`src/rtl/ser_cfg_pkg.sv`:
```
package ser_cfg_pkg;
   localparam int ADDR_W = 4;
   localparam int MODE_W = 11;

   localparam logic [ADDR_W-1:0] ADR_TEST = 4'b0000;
   localparam logic [ADDR_W-1:0] ADR_GAIN = 4'b0010;
   localparam logic [ADDR_W-1:0] ADR_DIV  = 4'b0011;
   localparam logic [ADDR_W-1:0] ADR_MODE = 4'b1100;

   // mode word, MSB first; payload bit 0 is tx
   typedef struct packed {
      logic filt91;
      logic ref130;
      logic ifo7;
      logic ifdiv2;
      logic cp_half;
      logic sb_infra;
      logic band_hi;
      logic txifon;
      logic syn;
      logic rx;
      logic tx;
   } mode_t;

   typedef struct packed {
      logic       ok;
      logic [4:0] step;
   } gain_lu_t;

   function automatic gain_lu_t gain_lookup(input logic [5:0] c);
      gain_lu_t r;
      r.ok = 1'b1;
      case (c)
         6'h3F: r.step = 5'd0;
         6'h3E: r.step = 5'd1;
         6'h2F: r.step = 5'd2;
         6'h2E: r.step = 5'd3;
         6'h1F: r.step = 5'd4;
         6'h1E: r.step = 5'd5;
         6'h1D: r.step = 5'd6;
         6'h1C: r.step = 5'd7;
         6'h17: r.step = 5'd8;
         6'h16: r.step = 5'd9;
         6'h07: r.step = 5'd10;
         6'h06: r.step = 5'd11;
         6'h05: r.step = 5'd12;
         6'h04: r.step = 5'd13;
         6'h03: r.step = 5'd14;
         6'h02: r.step = 5'd15;
         6'h01: r.step = 5'd16;
         6'h00: r.step = 5'd17;
         default: begin
            r.ok   = 1'b0;
            r.step = 5'd0;
         end
      endcase
      return r;
   endfunction
endpackage

```
`src/rtl/ser_cfg_sync.sv`:
```
module ser_cfg_sync #(
   parameter int           W       = 1,
   parameter int           STAGES  = 2,
   parameter logic [W-1:0] RST_VAL = '0
) (
   input  logic         clk,
   input  logic         rst_n,
   input  logic [W-1:0] d,
   output logic [W-1:0] q
);
   if (STAGES < 2) begin : g_bad_stages
      $error("ser_cfg_sync: STAGES must be at least 2");
   end
   if (W < 1) begin : g_bad_width
      $error("ser_cfg_sync: W must be at least 1");
   end

   logic [STAGES-1:0][W-1:0] st;

   always_ff @(posedge clk or negedge rst_n) begin
      if (!rst_n) st <= {STAGES{RST_VAL}};
      else        st <= {st[STAGES-2:0], d};
   end

   assign q = st[STAGES-1];
endmodule

```
`src/rtl/ser_cfg_front.sv`:
```
module ser_cfg_front #(
   parameter int FRAME_W = 17
) (
   input  logic               clk,
   input  logic               rst_n,
   input  logic               sclk,
   input  logic               sen_n,
   input  logic               sdat,
   output logic [FRAME_W-1:0] frame,
   output logic               load
);
   if (FRAME_W < 2) begin : g_bad_frame
      $error("ser_cfg_front: FRAME_W must be at least 2");
   end

   logic sclk_q, sen_q;

   always_ff @(posedge clk or negedge rst_n) begin
      if (!rst_n) begin
         sclk_q <= 1'b0;
         sen_q  <= 1'b1;
         frame  <= '0;
         load   <= 1'b0;
      end else begin
         sclk_q <= sclk;
         sen_q  <= sen_n;
         load   <= sen_n & ~sen_q;
         if (sclk && !sclk_q && !sen_n)
            frame <= {frame[FRAME_W-2:0], sdat};
      end
   end
endmodule

```
`src/rtl/ser_cfg_bank.sv`:
```
module ser_cfg_bank
   import ser_cfg_pkg::*;
#(
   parameter int          FRAME_W    = 17,
   parameter int unsigned RF_PRESET  = 4800,
   parameter logic [5:0]  AGC_PRESET = 6'h3F,
   parameter bit          LNA_PRESET = 1'b1
) (
   input  logic                      clk,
   input  logic                      rst_n,
   input  logic [FRAME_W-1:0]        frame,
   input  logic                      load,
   output logic [FRAME_W-ADDR_W-1:0] rf_word,
   output logic [5:0]                gain_code,
   output logic [4:0]                gain_step,
   output logic                      lna_on,
   output mode_t                     mode,
   output logic                      gain_err
);
   localparam int       DATA_W = FRAME_W - ADDR_W;
   localparam gain_lu_t PRE_LU = gain_lookup(AGC_PRESET);

   if (DATA_W < MODE_W) begin : g_bad_data
      $error("ser_cfg_bank: payload narrower than mode word");
   end
   if (!PRE_LU.ok) begin : g_bad_preset
      $error("ser_cfg_bank: AGC_PRESET is not a legal code");
   end

   logic [ADDR_W-1:0] adr;
   logic [DATA_W-1:0] dat;
   gain_lu_t          lu;

   assign adr = frame[ADDR_W-1:0];
   assign dat = frame[FRAME_W-1:ADDR_W];
   assign lu  = gain_lookup(dat[5:0]);

   always_ff @(posedge clk or negedge rst_n) begin
      if (!rst_n) begin
         rf_word   <= DATA_W'(RF_PRESET);
         gain_code <= AGC_PRESET;
         gain_step <= PRE_LU.step;
         lna_on    <= LNA_PRESET;
         mode      <= '0;
         gain_err  <= 1'b0;
      end else if (load) begin
         case (adr)
            ADR_DIV: rf_word <= dat;
            ADR_GAIN: begin
               if (lu.ok) begin
                  gain_code <= dat[5:0];
                  gain_step <= lu.step;
                  lna_on    <= dat[6];
               end else begin
                  gain_err  <= 1'b1;
               end
            end
            ADR_MODE: mode <= mode_t'(dat[MODE_W-1:0]);
            default: ;
         endcase
      end
   end
endmodule

```
`src/rtl/ser_cfg_port.sv`:
```
module ser_cfg_port
   import ser_cfg_pkg::*;
#(
   parameter int          FRAME_W     = 17,
   parameter int          SYNC_STAGES = 2,
   parameter int unsigned RF_PRESET   = 4800,
   parameter logic [5:0]  AGC_PRESET  = 6'h3F
) (
   input  logic                      clk,
   input  logic                      rst_n,
   input  logic                      ser_dat,
   input  logic                      ser_clk,
   input  logic                      ser_en_n,
   input  logic                      pin_syn,
   input  logic                      pin_rx,
   input  logic                      pin_tx,
   output logic [FRAME_W-ADDR_W-1:0] rf_word,
   output logic [5:0]                gain_code,
   output logic [4:0]                gain_step,
   output logic                      gain_err,
   output logic                      cfg_band_hi,
   output logic                      cfg_sb_infra,
   output logic                      cfg_cp_half,
   output logic                      cfg_ifdiv2,
   output logic                      cfg_ifo7,
   output logic                      cfg_ref130,
   output logic                      cfg_filt91,
   output logic                      pwr_syn,
   output logic                      pwr_rx,
   output logic                      pwr_tx,
   output logic                      pwr_ifsyn,
   output logic                      pwr_lna
);
   localparam int DATA_W = FRAME_W - ADDR_W;

   if (DATA_W < MODE_W) begin : g_bad_frame
      $error("ser_cfg_port: FRAME_W too small for the mode word");
   end

   logic               s_en_n, s_clk, s_dat;
   logic [FRAME_W-1:0] frame;
   logic               frame_load;
   logic               lna_on;
   mode_t              mode;

   ser_cfg_sync #(
      .W       (3),
      .STAGES  (SYNC_STAGES),
      .RST_VAL (3'b100)
   ) u_sync (
      .clk   (clk),
      .rst_n (rst_n),
      .d     ({ser_en_n, ser_clk, ser_dat}),
      .q     ({s_en_n, s_clk, s_dat})
   );

   ser_cfg_front #(.FRAME_W(FRAME_W)) u_front (
      .clk   (clk),
      .rst_n (rst_n),
      .sclk  (s_clk),
      .sen_n (s_en_n),
      .sdat  (s_dat),
      .frame (frame),
      .load  (frame_load)
   );

   ser_cfg_bank #(
      .FRAME_W    (FRAME_W),
      .RF_PRESET  (RF_PRESET),
      .AGC_PRESET (AGC_PRESET),
      .LNA_PRESET (1'b1)
   ) u_bank (
      .clk       (clk),
      .rst_n     (rst_n),
      .frame     (frame),
      .load      (frame_load),
      .rf_word   (rf_word),
      .gain_code (gain_code),
      .gain_step (gain_step),
      .lna_on    (lna_on),
      .mode      (mode),
      .gain_err  (gain_err)
   );

   logic syn_e, rx_e, tx_e;

   always_comb begin
      syn_e     = pin_syn | mode.syn;
      rx_e      = pin_rx  | mode.rx;
      tx_e      = pin_tx  | mode.tx;
      pwr_syn   = syn_e;
      pwr_rx    = syn_e & rx_e & ~tx_e;
      pwr_tx    = syn_e & tx_e & ~rx_e;
      pwr_ifsyn = mode.txifon | pwr_tx;
      pwr_lna   = pwr_rx & lna_on;
   end

   assign cfg_band_hi  = mode.band_hi;
   assign cfg_sb_infra = mode.sb_infra;
   assign cfg_cp_half  = mode.cp_half;
   assign cfg_ifdiv2   = mode.ifdiv2;
   assign cfg_ifo7     = mode.ifo7;
   assign cfg_ref130   = mode.ref130;
   assign cfg_filt91   = mode.filt91;
endmodule

```
`config.mk`:
```
export PLATFORM = sky130hd
export DESIGN_NAME = ser_cfg_port
export DESIGN_NICKNAME = d
export VERILOG_FILES = /design/src/rtl/ser_cfg_pkg.sv /design/src/rtl/ser_cfg_sync.sv /design/src/rtl/ser_cfg_front.sv /design/src/rtl/ser_cfg_bank.sv /design/src/rtl/ser_cfg_port.sv
export SDC_FILE = /design/constraint.sdc
export NUM_CORES = 1
export LEC_CHECK = 0
export ABC_CLOCK_PERIOD_IN_PS = 2050
export BUFFER_PORTS_ARGS = -buffer_cell sky130_fd_sc_hd__buf_2
export CAP_MARGIN = 20
export CORE_MARGIN = 10
export CORE_UTILIZATION = 40
export CTS_BUF_LIST = sky130_fd_sc_hd__clkbuf_4 sky130_fd_sc_hd__clkbuf_8
export CTS_CLUSTER_DIAMETER = 40
export DETAILED_ROUTE_END_ITERATION = 10
export PLACE_DENSITY = 0.59
export SLEW_MARGIN = 25
export SYNTH_ARGS = -nofsm -noshare
export SYNTH_HDL_FRONTEND = slang
export SYNTH_SLANG_ARGS = --single-unit
```
`constraint.sdc`:
```
create_clock -name clk -period 2.05 [get_ports clk]
set_clock_uncertainty 0.05 [all_clocks]
set_input_delay 0.41 -clock clk [delete_from_list [all_inputs] [get_ports clk]]
set_output_delay 0.41 -clock clk [all_outputs]
set_load 0.02 [all_outputs]
```
; ---- Word-level counts from Yosys, hierarchy flattened
; Index checks and enable logic that the tools add are counted.
[word_totals]
ff_bits = 63
latchBits = 0
ramBits = 0
romBits = 0
out_inout_bits = 37
mem_count = 0
[op_classes]
n_addsub = 0
mul = 0
div = 0
order_cmp = 0
n_eq_ne = 20
n_shift = 0
mux = 2
bitwise = 14
reduce_logical = 10
[ops]
columns = op, n
row1 = $pmux 5 s17, 1
row2 = $eq 6x5->1 const B, 6
row3 = $eq 6x3->1 const B, 4
row4 = $eq 6x6->1 const B, 4
row5 = $reduce_or 18->1, 1
row6 = $eq 6x2->1 const B, 2
row7 = $eq 4x2->1 const B, 2
row8 = $and 1x1->1, 6
row9 = $eq 6x1->1 const B, 1
row10 = $logic_not 6->1, 1
row11 = $reduce_and 3->1, 2
row12 = $eq 4x4->1 const B, 1
row13 = $not 1->1, 4
row14 = $or 1x1->1, 4
row15 = $reduce_and 2->1, 2
row16 = $logic_and 1x1->1, 2
row17 = $logic_not 1->1, 2
row18 = $mux 1, 1

; ---- Depth between registers and ports, before layout
; Gate-level depths: netlist (run 1).
[depth]
word_depth = 5
mapped_depth = 5
ltp_nobuf = 4

; ---- Hierarchy
; A second synthesis (run 1) with hierarchy kept.
[unflattened]
hier_cells = 164
area_unflattened_um2 = 2556.2
[by_module_without_submodules]
columns = mod, n_inst, cells_per_inst, area_each_um2
row1 = ser_cfg_bank, 1, 107, 1595.3
row2 = ser_cfg_front, 1, 40, 729.4
row3 = ser_cfg_sync, 1, 9, 175.2
row4 = ser_cfg_port, 1, 8, 56.3

; ---- Worst setup path after synthesis (run 1)
; No wires, ideal clock.
[synth_timing]
path_type = input to output
from = input pin_syn
to = output pwr_ifsyn
arrival_time_ns = 1.482
t_required_ns = 1.590
setup_slack_ns = 0.108
path_stages = 3
path_buffers = 0
path_cell_list = nor2_1 -> nor4_1 -> or2_2
[synth_between]
elab_chain_cells = 4
[synth_rtl]
columns = element, line_no
row1 = from (decl), ser_cfg_port.sv:14  ; input logic pin_syn,
row2 = $or 1x1->1, ser_cfg_port.sv:88  ; syn_e = pin_syn | mode.syn;
row3 = $and 1x1->1 (2 in a row), ser_cfg_port.sv:93  ; pwr_tx = syn_e & tx_e & ~rx_e;
row4 = net pwr_tx, ser_cfg_port.sv:30  ; output logic pwr_tx,
row5 = $or 1x1->1, ser_cfg_port.sv:94  ; pwr_ifsyn = mode.txifon | pwr_tx;
row6 = to (decl), ser_cfg_port.sv:31  ; output logic pwr_ifsyn,
; The timed path passes the listed nets, and every way through them passes these cells.

; ---- Worst setup path after layout (run 1)
[layout_timing]
from = register, netlist name u_bank.mode[2]
to = output pwr_ifsyn
[layout_between]
elab_chain_cells = 4
[layout_rtl]
columns = element, line_no
row1 = $or 1x1->1, ser_cfg_port.sv:88
row2 = $and 1x1->1 (2 in a row), ser_cfg_port.sv:93
row3 = $or 1x1->1, ser_cfg_port.sv:94
; No other way between the ends.

==> metrics.md, run 1 <==
| Metric | Value |
|---|---|
| RePlAce Congestion | 0.770 |
| Period utilisation layout | 0.927 |
| Port buffer count | 44 |
| Asr flop ratio synth | 1.00 |
| Root buffer cell | clkbuf_8 |
| Worst setup EP type | output port |
| CTS Buf Count | 9 |
| Die Wd | 99.3 um |
| Cells after synthesis | 166 |
| TNS Setup | 0 ns |
| Worst-path clk slew | 0.07 ns |
| FMAX | 526 MHz |
| Fraction of layout cells with a size suffix above 1 | 0.612 |
| Number of setup buffers added after CTS | 0 |
| Wirelength per Cell | 16.1 um |
| Global-route usage over all layers | 0.103 |
| CTS tree | built |
| Synth top area cells | dfrtp_1 (49%), mux2_2 (19%), dfstp_2 (15%) |
| Max IR drop VDD | 0.000417 V |
| Cell Area, Synth | 2510 um2 |
| Worst-Margin Slew | 0.375 ns |
| Max stage delay on crit path | 0.39 ns |
| Boundary Pins | 45 |
| First-pass GRT wire length | 8070 um |
| Top cell type's share of synthesized area | 0.488 |
| Post_cts resized | 0 |
| Worst Path Buf+Inv | 1 |
| Final HPWL DP | 3340 um |
| Fillers | 518 |
| Synthesized area per cell | 15.1 um2 |
| H-tree depth | 3 |
| Final Max Tran Viols | 0 |
| Site Rows | 28 |
| YS warnings | 0 |
| Worst-path cell chain | nor2_1, nor4_1, or2_2, buf_2 |
| Cell count along the critical path | 4 |
| Max-cap violations | 0 |
| CP startpoint kind | register |
| DR vias | 1473 |
| Yosys top cell by area | dfrtp_1 |
| Final WL | 4820 um |
| WS Path Type | register to output port |
| Clock period minus worst slack | 1.90 ns |
| Pwr dens | 1180 nW/um2 |
| Longest Clk Path Bufs | 2 |
| PnR worst setup slack | 0.150 ns |
| # DRC | 0 |
| Synth top cells by count | dfrtp_1 (49), mux2_2 (42), dfstp_2 (14) |
| Layout Nets | 227 |
| HP Class | input pin to async pin |
| Dpl ws | 0.302 ns |
| Clk Latency, worst-skew pair | 0.33 ns |
| Die ar. | 9850 um2 |
| Max-slew headroom | 0.750 |
| Core Footprint | 6030 um2 |
| Arrival time at the worst endpoint | 1.44 ns |
| Seq cells post-synth | 63 |
| Antenna Cells | 0 |
| Vias per Instance | 4.93 |
| Sequential fraction of the synthesis area | 0.634 |
| Final hold viol count | 0 |
| Initial Utilization | 0.417 |
| Area growth syn-to-layout | 22.8% |
| Final setup violation count | 0 |
| Worst path slowest cell | dfrtp_1 |
| Reg2Reg Depth | 5 |
| Critical Path RT | 1.59 ns |
| Global route overflow | 0 |
| Initial antenna violation count | 0 |
| Dominant synthesized flop cell | dfrtp_1 |
| Syn_nets | 174 |
| Post-synth EDFFs | 0 |
| Drt pass-1 iters | 4 |
| Leak | 1.55 nW |
| Hold_buf cts | 0 |
| Die Y | 99.3 um |
| Vias in the first global route | 1620 |
| CTS sink cnt | 63 |
| Largest net degree at the start of global routing | 64 |
| DRT iter0 DRCs | 49 |
| Yosys cell types | 33 |
| Cell family contributing the most delay on the critical path | simple AND/OR/NAND/NOR gates |
| Outcome | completed |
| RSZ-0062 raised after global routing | no |
| CP max FO | 3 |
| Final Power | 3.65 mW |
| Most common cell in the netlist | dfrtp_1 |
| Routed Antenna Nets | 0 |
metrics by stage:
step                instances  hold slack [ns]   util  cell area (um2)
floorplan                 166           0.0644      -             2510
global placement          283            0.284  0.472             2850
detailed placement        283            0.290  0.472             2850
CTS                       299           0.0324  0.512             3090
global route              299           0.0496  0.512             3090
finish                    299           0.0240  0.512             3090
registers in the layout (all words and copies together) (netlist names):
signal,flops
u_front.sclk_q,1
u_bank.lna_on,1
u_front.frame,17
u_bank.gain_code,6
u_sync.q,3
u_bank.gain_err,1
u_front.sen_q,1
u_bank.mode,11
u_bank.gain_step,5
u_front.load,1
u_bank.rf_word,13
u_sync.st,3
final cells by class:
| cell class | instances | area [um2] | share of cell area |
|---|---|---|---|
| clock buffers | 12 | 165 | 0.0535 |
| well taps | 75 | 93.8 | 0.0304 |
| multi-input cells | 88 | 843 | 0.273 |
| inverters | 4 | 15.0 | 0.00486 |
| clock inverters | 4 | 76.3 | 0.0247 |
| repair buffers | 53 | 300 | 0.0972 |
| flip-flops and latches | 63 | 1590 | 0.516 |
cells in the final DEF (no fill, tap or decap), types with 2 or more instances in the layout:
master	synthesis	routed
a31oi_1	2	2
buf_2	5	44
buf_4	1	8
bufinv_16	0	2
clkbuf_8	0	12
dfrtp_1	49	49
dfstp_2	14	14
inv_1	4	4
mux2_2	42	42
mux2_4	8	8
mux2i_1	2	2
nand2_1	2	2
nand3_1	3	3
nor2_1	5	5
nor3b_1	3	2
o21ai_0	3	3
xnor2_1	2	2
path summary, 6_finish.rpt:
path	startpoint	end	slack [ns]
max	u_bank.mode[2]	pwr_ifsyn	0.15
min	rst_n	u_bank.gain_step[3]	0.02
max reg2reg	u_front.frame[8]	u_bank.gain_step[2]	0.32
min reg2reg	u_sync.st[0]	u_sync.q[0]	0.30
max in group asynchronous	rst_n	u_bank.rf_word[9]	1.61
min in group clk	ser_en_n	u_sync.st[2]	0.12
power by group:
group / internal [mW] / total [mW] / switching, mW
clock: 0.786 / 1.25 / 0.468
sequential: 1.45 / 1.63 / 0.180
combinational: 0.373 / 0.768 / 0.395
total: 2.61 / 3.65 / 1.04
cell families (layout without fill, tap and decap cells):
| logic type | after synthesis | count (layout) | synth area share |
|---|---|---|---|
| DFF | 63 | 63 | 0.634 |
| muxes | 52 | 52 | 0.244 |
| and+or+nand+nor | 25 | 25 | 0.0592 |
| buffers and inverters | 15 | 73 | 0.0324 |
| AOI/OAI and AO/OA | 8 | 8 | 0.0194 |
| xor gates and xnor gates | 2 | 2 | 0.00697 |
| adders and majority gates | 1 | 1 | 0.00398 |
per-layer routing:
metal | vias up | global-route usage | wire length [um]
met5 | - | 0 | 0
met2 | 30 | 0.160 | 2400
met1 | 752 | 0.118 | 2050
met4 | 0 | 0.0529 | 68
met3 | 6 | 0.0436 | 296
li1 | 685 | - | -
Note: power is estimated with default switching activity, not from simulation.
==> run 2, diff against run 1 <==
==> constraint.sdc (replaced) <==
create_clock -name clk -period 2.05 [get_ports clk]
set_clock_uncertainty 0.05 [all_clocks]
set_input_delay 0.1025 -clock clk [delete_from_list [all_inputs] [get_ports clk]]
set_output_delay 0.1025 -clock clk [all_outputs]
set_load 0.02 [all_outputs]
==> run 2 against run 1 <==
  * Register-to-register slack improved by 0.02 ns
  * Die area stayed put
  * Fmax grew 11%
  * Final cell count increased by 1.3%
  * Design area up 0.65%
  * First-iteration DRC count grew 55%
  * Critical path type is now register to register
  * Critical endpoint is now u_bank.gain_step[2]
  * Largest cell class unchanged
==> metrics.md, run 2 (same netlist as run 1, synthesis figures left out) <==
| Metric | Value |
|---|---|
| Area growth syn-to-layout | 23.6% |
| Commonest non-fill, non-tap cell in the layout | dfrtp_1 |
| CP max FO | 12 |
| Initial Utilization | 0.417 |
| Worst-path clk slew | 0.07 ns |
| Worst path slowest cell | dfrtp_1 |
| Root buffer cell | clkbuf_8 |
| Final Max Tran Viols | 0 |
| Max-cap violations | 0 |
| Global-route usage over all layers | 0.101 |
| Global route overflow | 0 |
| WS Path Type | register to register |
| Vias per Instance | 4.94 |
| RePlAce Congestion | 0.756 |
| Top Registers | u_front.frame x17, u_bank.rf_word x13, u_bank.mode x11 |
| DR vias | 1498 |
| PnR worst setup slack | 0.339 ns |
| Antenna Cells | 0 |
| Worst Path Buf+Inv | 1 |
| TNS Setup | 0 ns |
| Worst-path cell chain | nor3b_1, nand3b_1, a21oi_2, buf_4, mux2_2 |
| Arrival time at the worst endpoint | 1.89 ns |
| Max-slew headroom | 0.536 |
| Post-route cell area | 3110 um2 |
| FF-to-FF Start | u_front.frame[3] |
| Initial antenna violation count | 0 |
| CP startpoint kind | register |
| Final WL | 4900 um |
| Dpl ws | 0.356 ns |
| Final HPWL DP | 3470 um |
| CP startpoint | u_front.frame[3] |
| Drt pass-1 iters | 4 |
| Clock period minus worst slack | 1.71 ns |
| # DRC | 0 |
| Non-Filler Instances | 303 |
| Final Power | 3.58 mW |
| Placement-stage cell area | 2850 um2 |
| Final setup violation count | 0 |
| Pwr dens | 1150 nW/um2 |
| Critical Path RT | 2.23 ns |
| CTS Buf Count | 9 |
| Max stage delay on crit path | 0.41 ns |
| Worst hold margin | 0.293 ns |
| Clk Latency, worst-skew pair | 0.34 ns |
| Longest Clk Path Bufs | 2 |
| Largest net degree at the start of global routing | 36 |
| Leak | 1.55 nW |
| Placed instance count | 283 |
| FF-to-FF setup slack | 0.34 ns |
| Worst-Margin Slew | 0.695 ns |
| FMAX | 584 MHz |
| Die Wd | 99.3 um |
| Port buffer count | 44 |
| Layout Utilization | 0.516 |
| Post_cts resized | 0 |
| Site Rows | 28 |
| Final hold viol count | 0 |
| Layout Nets | 231 |
| RSZ-0062 raised after global routing | no |
| Vias in the first global route | 1635 |
| DRT iter0 DRCs | 76 |
| Fillers | 523 |
| Worst setup EP type | register |
| Boundary Pins | 45 |
| HP Class | input pin to async pin |
| Most frequent cells in the layout | dfrtp_1 (49), buf_2 (44), mux2_2 (42), dfstp_2 (14), clkbuf_8 (9) |
| CTS tree | built |
| Die ar. | 9850 um2 |
| Period utilisation layout | 0.835 |
| Cell family contributing the most delay on the critical path | simple AND/OR/NAND/NOR gates |
| Outcome | completed |
| H-tree depth | 3 |
| Wirelength per Cell | 16.2 um |
| First-pass GRT wire length | 7990 um |
| Reg with most FFs | u_front.frame |
| Max reg flops | 17 |
| Core Footprint | 6030 um2 |
| Routed Antenna Nets | 0 |
| CTS sink cnt | 63 |
| Max IR drop VDD | 0.000615 V |
| Fraction of layout cells with a size suffix above 1 | 0.601 |
| Die Y | 99.3 um |
run 2: final cells by class:
| cell class | count | area (um2) | share of cell area |
|---|---|---|---|
| flip-flops and latches | 63 | 1590 | 0.513 |
| multi-input cells | 88 | 843 | 0.271 |
| repair buffers | 57 | 340 | 0.110 |
| clock buffers | 9 | 124 | 0.0399 |
| clock inverters | 7 | 97.6 | 0.0314 |
| well taps | 75 | 93.8 | 0.0302 |
| inverters | 4 | 15.0 | 0.00483 |
run 2: worst paths after layout:
path | end | depth (start not counted)
worst max-delay path | u_bank.gain_step[2] | 5
worst min-delay path | u_bank.gain_step[3] | 2
worst max register to register | u_bank.gain_step[2] | 5
worst min register to register | u_sync.q[1] | 0
max in group asynchronous | u_bank.rf_word[9] | 3
min in group clk | u_sync.q[1] | 0
run 2: worst reg2reg max path: cells and delay by family, from the launching register on:
| family | cells | cell delay [ns] |
|---|---|---|
| buf+inv | 1 | 0.24 |
| compound gates | 1 | 0.12 |
| mux | 1 | 0.36 |
| flops | 1 | 0.41 |
| simple gates | 2 | 0.42 |
run 2: routing by layer:
metal  global-route usage  part of all wire  wire length [um]  vias to the layer above
li1                     -                 -                 -                      693
met1                0.115              0.42              2040                      760
met2                0.158              0.50              2450                       34
met3               0.0394             0.066               322                       11
met4               0.0595             0.017                84                        0
met5                    0                 0                 0                        -
run 2: report_power, final:
group	total (mW)	switching, mW	internal, mW
sequential	1.64	0.190	1.45
combinational	0.763	0.386	0.377
clock	1.18	0.496	0.685
total	3.58	1.07	2.51
run 2: repair_timing:
action                                  CTS  global route
hold endpoints to repair                 24             0
buffers inserted                          0             0
hold buffers                              4             0
endpoints found under the setup margin    0             0
==> run 3, diff against run 2 <==
--- a/config.mk
+++ b/config.mk
@@ -5,7 +5,7 @@
 export SDC_FILE = /design/constraint.sdc
 export NUM_CORES = 1
 export LEC_CHECK = 0
-export ABC_CLOCK_PERIOD_IN_PS = 2050
+export ABC_CLOCK_PERIOD_IN_PS = 1450
 export BUFFER_PORTS_ARGS = -buffer_cell sky130_fd_sc_hd__buf_2
 export CAP_MARGIN = 20
 export CORE_MARGIN = 10
@@ -13,7 +13,7 @@
 export CTS_BUF_LIST = sky130_fd_sc_hd__clkbuf_4 sky130_fd_sc_hd__clkbuf_8
 export CTS_CLUSTER_DIAMETER = 40
 export DETAILED_ROUTE_END_ITERATION = 10
-export PLACE_DENSITY = 0.59
+export PLACE_DENSITY = 0.62
 export SLEW_MARGIN = 25
 export SYNTH_ARGS = -nofsm -noshare
 export SYNTH_HDL_FRONTEND = slang
==> constraint.sdc (replaced) <==
create_clock -name clk -period 1.45 [get_ports clk]
set_clock_uncertainty 0.05 [all_clocks]
set_input_delay 0.0725 -clock clk [delete_from_list [all_inputs] [get_ports clk]]
set_output_delay 0.0725 -clock clk [all_outputs]
set_load 0.02 [all_outputs]
==> run 3 against run 2 <==
  * The run now ends with setup timing left
  * Combinational power grew 100%
  * Critical path depth is the same
  * Clock power grew 30%
  * Design area grew 12%
  * Critical path type unchanged
==> metrics.md, run 3 (same netlist as run 1, synthesis figures left out) <==
| Metric | Value |
|---|---|
| Outcome | finished, violations left |
| Violated checks | setup timing |
| Routed Antenna Nets | 0 |
| Final Max Tran Viols | 0 |
| Final HPWL DP | 3350 um |
| CTS tree | built |
| Critical Path RT | 1.62 ns |
| Boundary Pins | 45 |
| Final setup violation count | 35 |
| Wirelength per Cell | 16.1 um |
| PnR worst setup slack | -0.193 ns |
| Worst path slowest cell | dfrtp_2 |
| Port buffer count | 44 |
| Post-route cell area | 3490 um2 |
| Max-slew headroom | 0.777 |
| Fraction of layout cells with a size suffix above 1 | 0.683 |
| Final WL | 5200 um |
| Commonest non-fill, non-tap cell in the layout | dfrtp_1 |
| Pwr dens | 1530 nW/um2 |
| H-tree depth | 3 |
| Die Wd | 99.3 um |
| Site Rows | 28 |
| DRT iter0 DRCs | 73 |
| RSZ-0062 raised after global routing | yes |
| CTS Buf Count | 9 |
| Worst-path clk slew | 0.07 ns |
| Layout Utilization | 0.579 |
| Leak | 1.70 nW |
| Clock period minus worst slack | 1.64 ns |
| Global-route usage over all layers | 0.105 |
| Worst-path cell chain | xnor2_2, nand3_2, a21oi_4, buf_12, mux2_4 |
| TNS Setup | -3.60 ns |
| Period utilisation layout | 1.13 |
| Worst hold margin | 0.217 ns |
| Max reg flops | 17 |
| Top Registers | u_front.frame x17, u_bank.rf_word x13, u_bank.mode x11 |
| Drt pass-1 iters | 2 |
| Die Y | 99.3 um |
| Dpl ws | -0.179 ns |
| Die ar. | 9850 um2 |
| Vias in the first global route | 1684 |
| Antenna Cells | 0 |
| WS Path Type | register to register |
| First-pass GRT wire length | 8310 um |
| Clk Latency, worst-skew pair | 0.34 ns |
| Max-cap violations | 0 |
| # DRC | 0 |
| HP Class | input pin to async pin |
| Placement-stage cell area | 3030 um2 |
| Root buffer cell | clkbuf_8 |
| Longest Clk Path Bufs | 2 |
| CP max FO | 5 |
| Largest net degree at the start of global routing | 64 |
| Max IR drop VDD | 0.00101 V |
| CTS sink cnt | 63 |
| Final hold viol count | 0 |
| Reg with most FFs | u_front.frame |
| Most frequent cells in the layout | dfrtp_1 (47), buf_2 (42), mux2_2 (26), mux2_4 (24), buf_4 (20) |
| Arrival time at the worst endpoint | 1.81 ns |
| Initial antenna violation count | 0 |
| Layout Nets | 252 |
| Max stage delay on crit path | 0.46 ns |
| Worst-Margin Slew | 0.334 ns |
| Fillers | 471 |
| Initial Utilization | 0.417 |
| FMAX | 609 MHz |
| Worst setup EP type | register |
| Vias per Instance | 4.78 |
| Global route overflow | 0 |
| DR vias | 1550 |
| CP startpoint kind | register |
| Area growth syn-to-layout | 38.8% |
| RePlAce Congestion | 0.712 |
| Core Footprint | 6030 um2 |
run 3: power by group:
group	switching [mW]	total, mW	internal [mW]	leakage (nW)
Clock	0.685	1.53	0.848	0.0993
Combinational	0.693	1.53	0.834	0.804
Sequential	0.243	2.29	2.05	0.794
Total	1.62	5.35	3.73	1.70
run 3: cell type report:
class	instances	area, um2	area share
inverters	4	15.0	0.00430
multi-input cells	88	980	0.281
repair buffers	78	598	0.171
clock inverters	6	67.6	0.0194
clock buffers	10	138	0.0395
well taps	75	93.8	0.0269
flip-flops and latches	63	1600	0.458
run 3: path summary, 6_finish.rpt:
path / slack, ns / depth (start not counted) / from / endpoint
max reg2reg: -0.19 / 5 / u_front.frame[9] / u_bank.gain_step[2]
max in group asynchronous: 0.81 / 3 / rst_n / u_bank.gain_code[4]
min: 0.22 / 3 / rst_n / u_bank.gain_step[2]
max: -0.19 / 5 / u_front.frame[9] / u_bank.gain_step[2]
min reg2reg: 0.30 / 0 / u_sync.st[0] / u_sync.q[0]
min in group clk: 0.30 / 0 / u_sync.st[0] / u_sync.q[0]
run 3: critical path, delay by kind of cell, from the launching register on:
kind            cells  cell delay (ns)
xor+xnor            1             0.18
compound gates      1             0.27
buf+inv             1             0.16
flops               1             0.46
simple gates        1             0.12
mux                 1             0.29
run 3: metrics by stage:
step / cells / power, mW
finish: 324 / 5.35
detailed placement: 297 / 3.65
global route: 324 / 5.65
global placement: 297 / 3.62
CTS: 318 / 5.27
floorplan: 166 / 3.07
run 3: per-layer routing:
layer | share of wire | GRT usage | vias up
met5 | 0 | 0 | -
met4 | 0.0098 | 0.0331 | 0
met3 | 0.073 | 0.0637 | 6
met2 | 0.46 | 0.157 | 37
met1 | 0.46 | 0.124 | 767
li1 | - | - | 740
run 3: repair_timing:
| action | CTS | global route |
|---|---|---|
| setup endpoints to repair | 25 | 37 |
| gates resized for setup | 10 | 24 |
| hold endpoints to repair | 66 | 0 |
| pin swaps | 4 | 10 |
| cloned | 0 | 3 |
| hold buffers | 4 | 0 |
| buffers inserted | 1 | 4 |
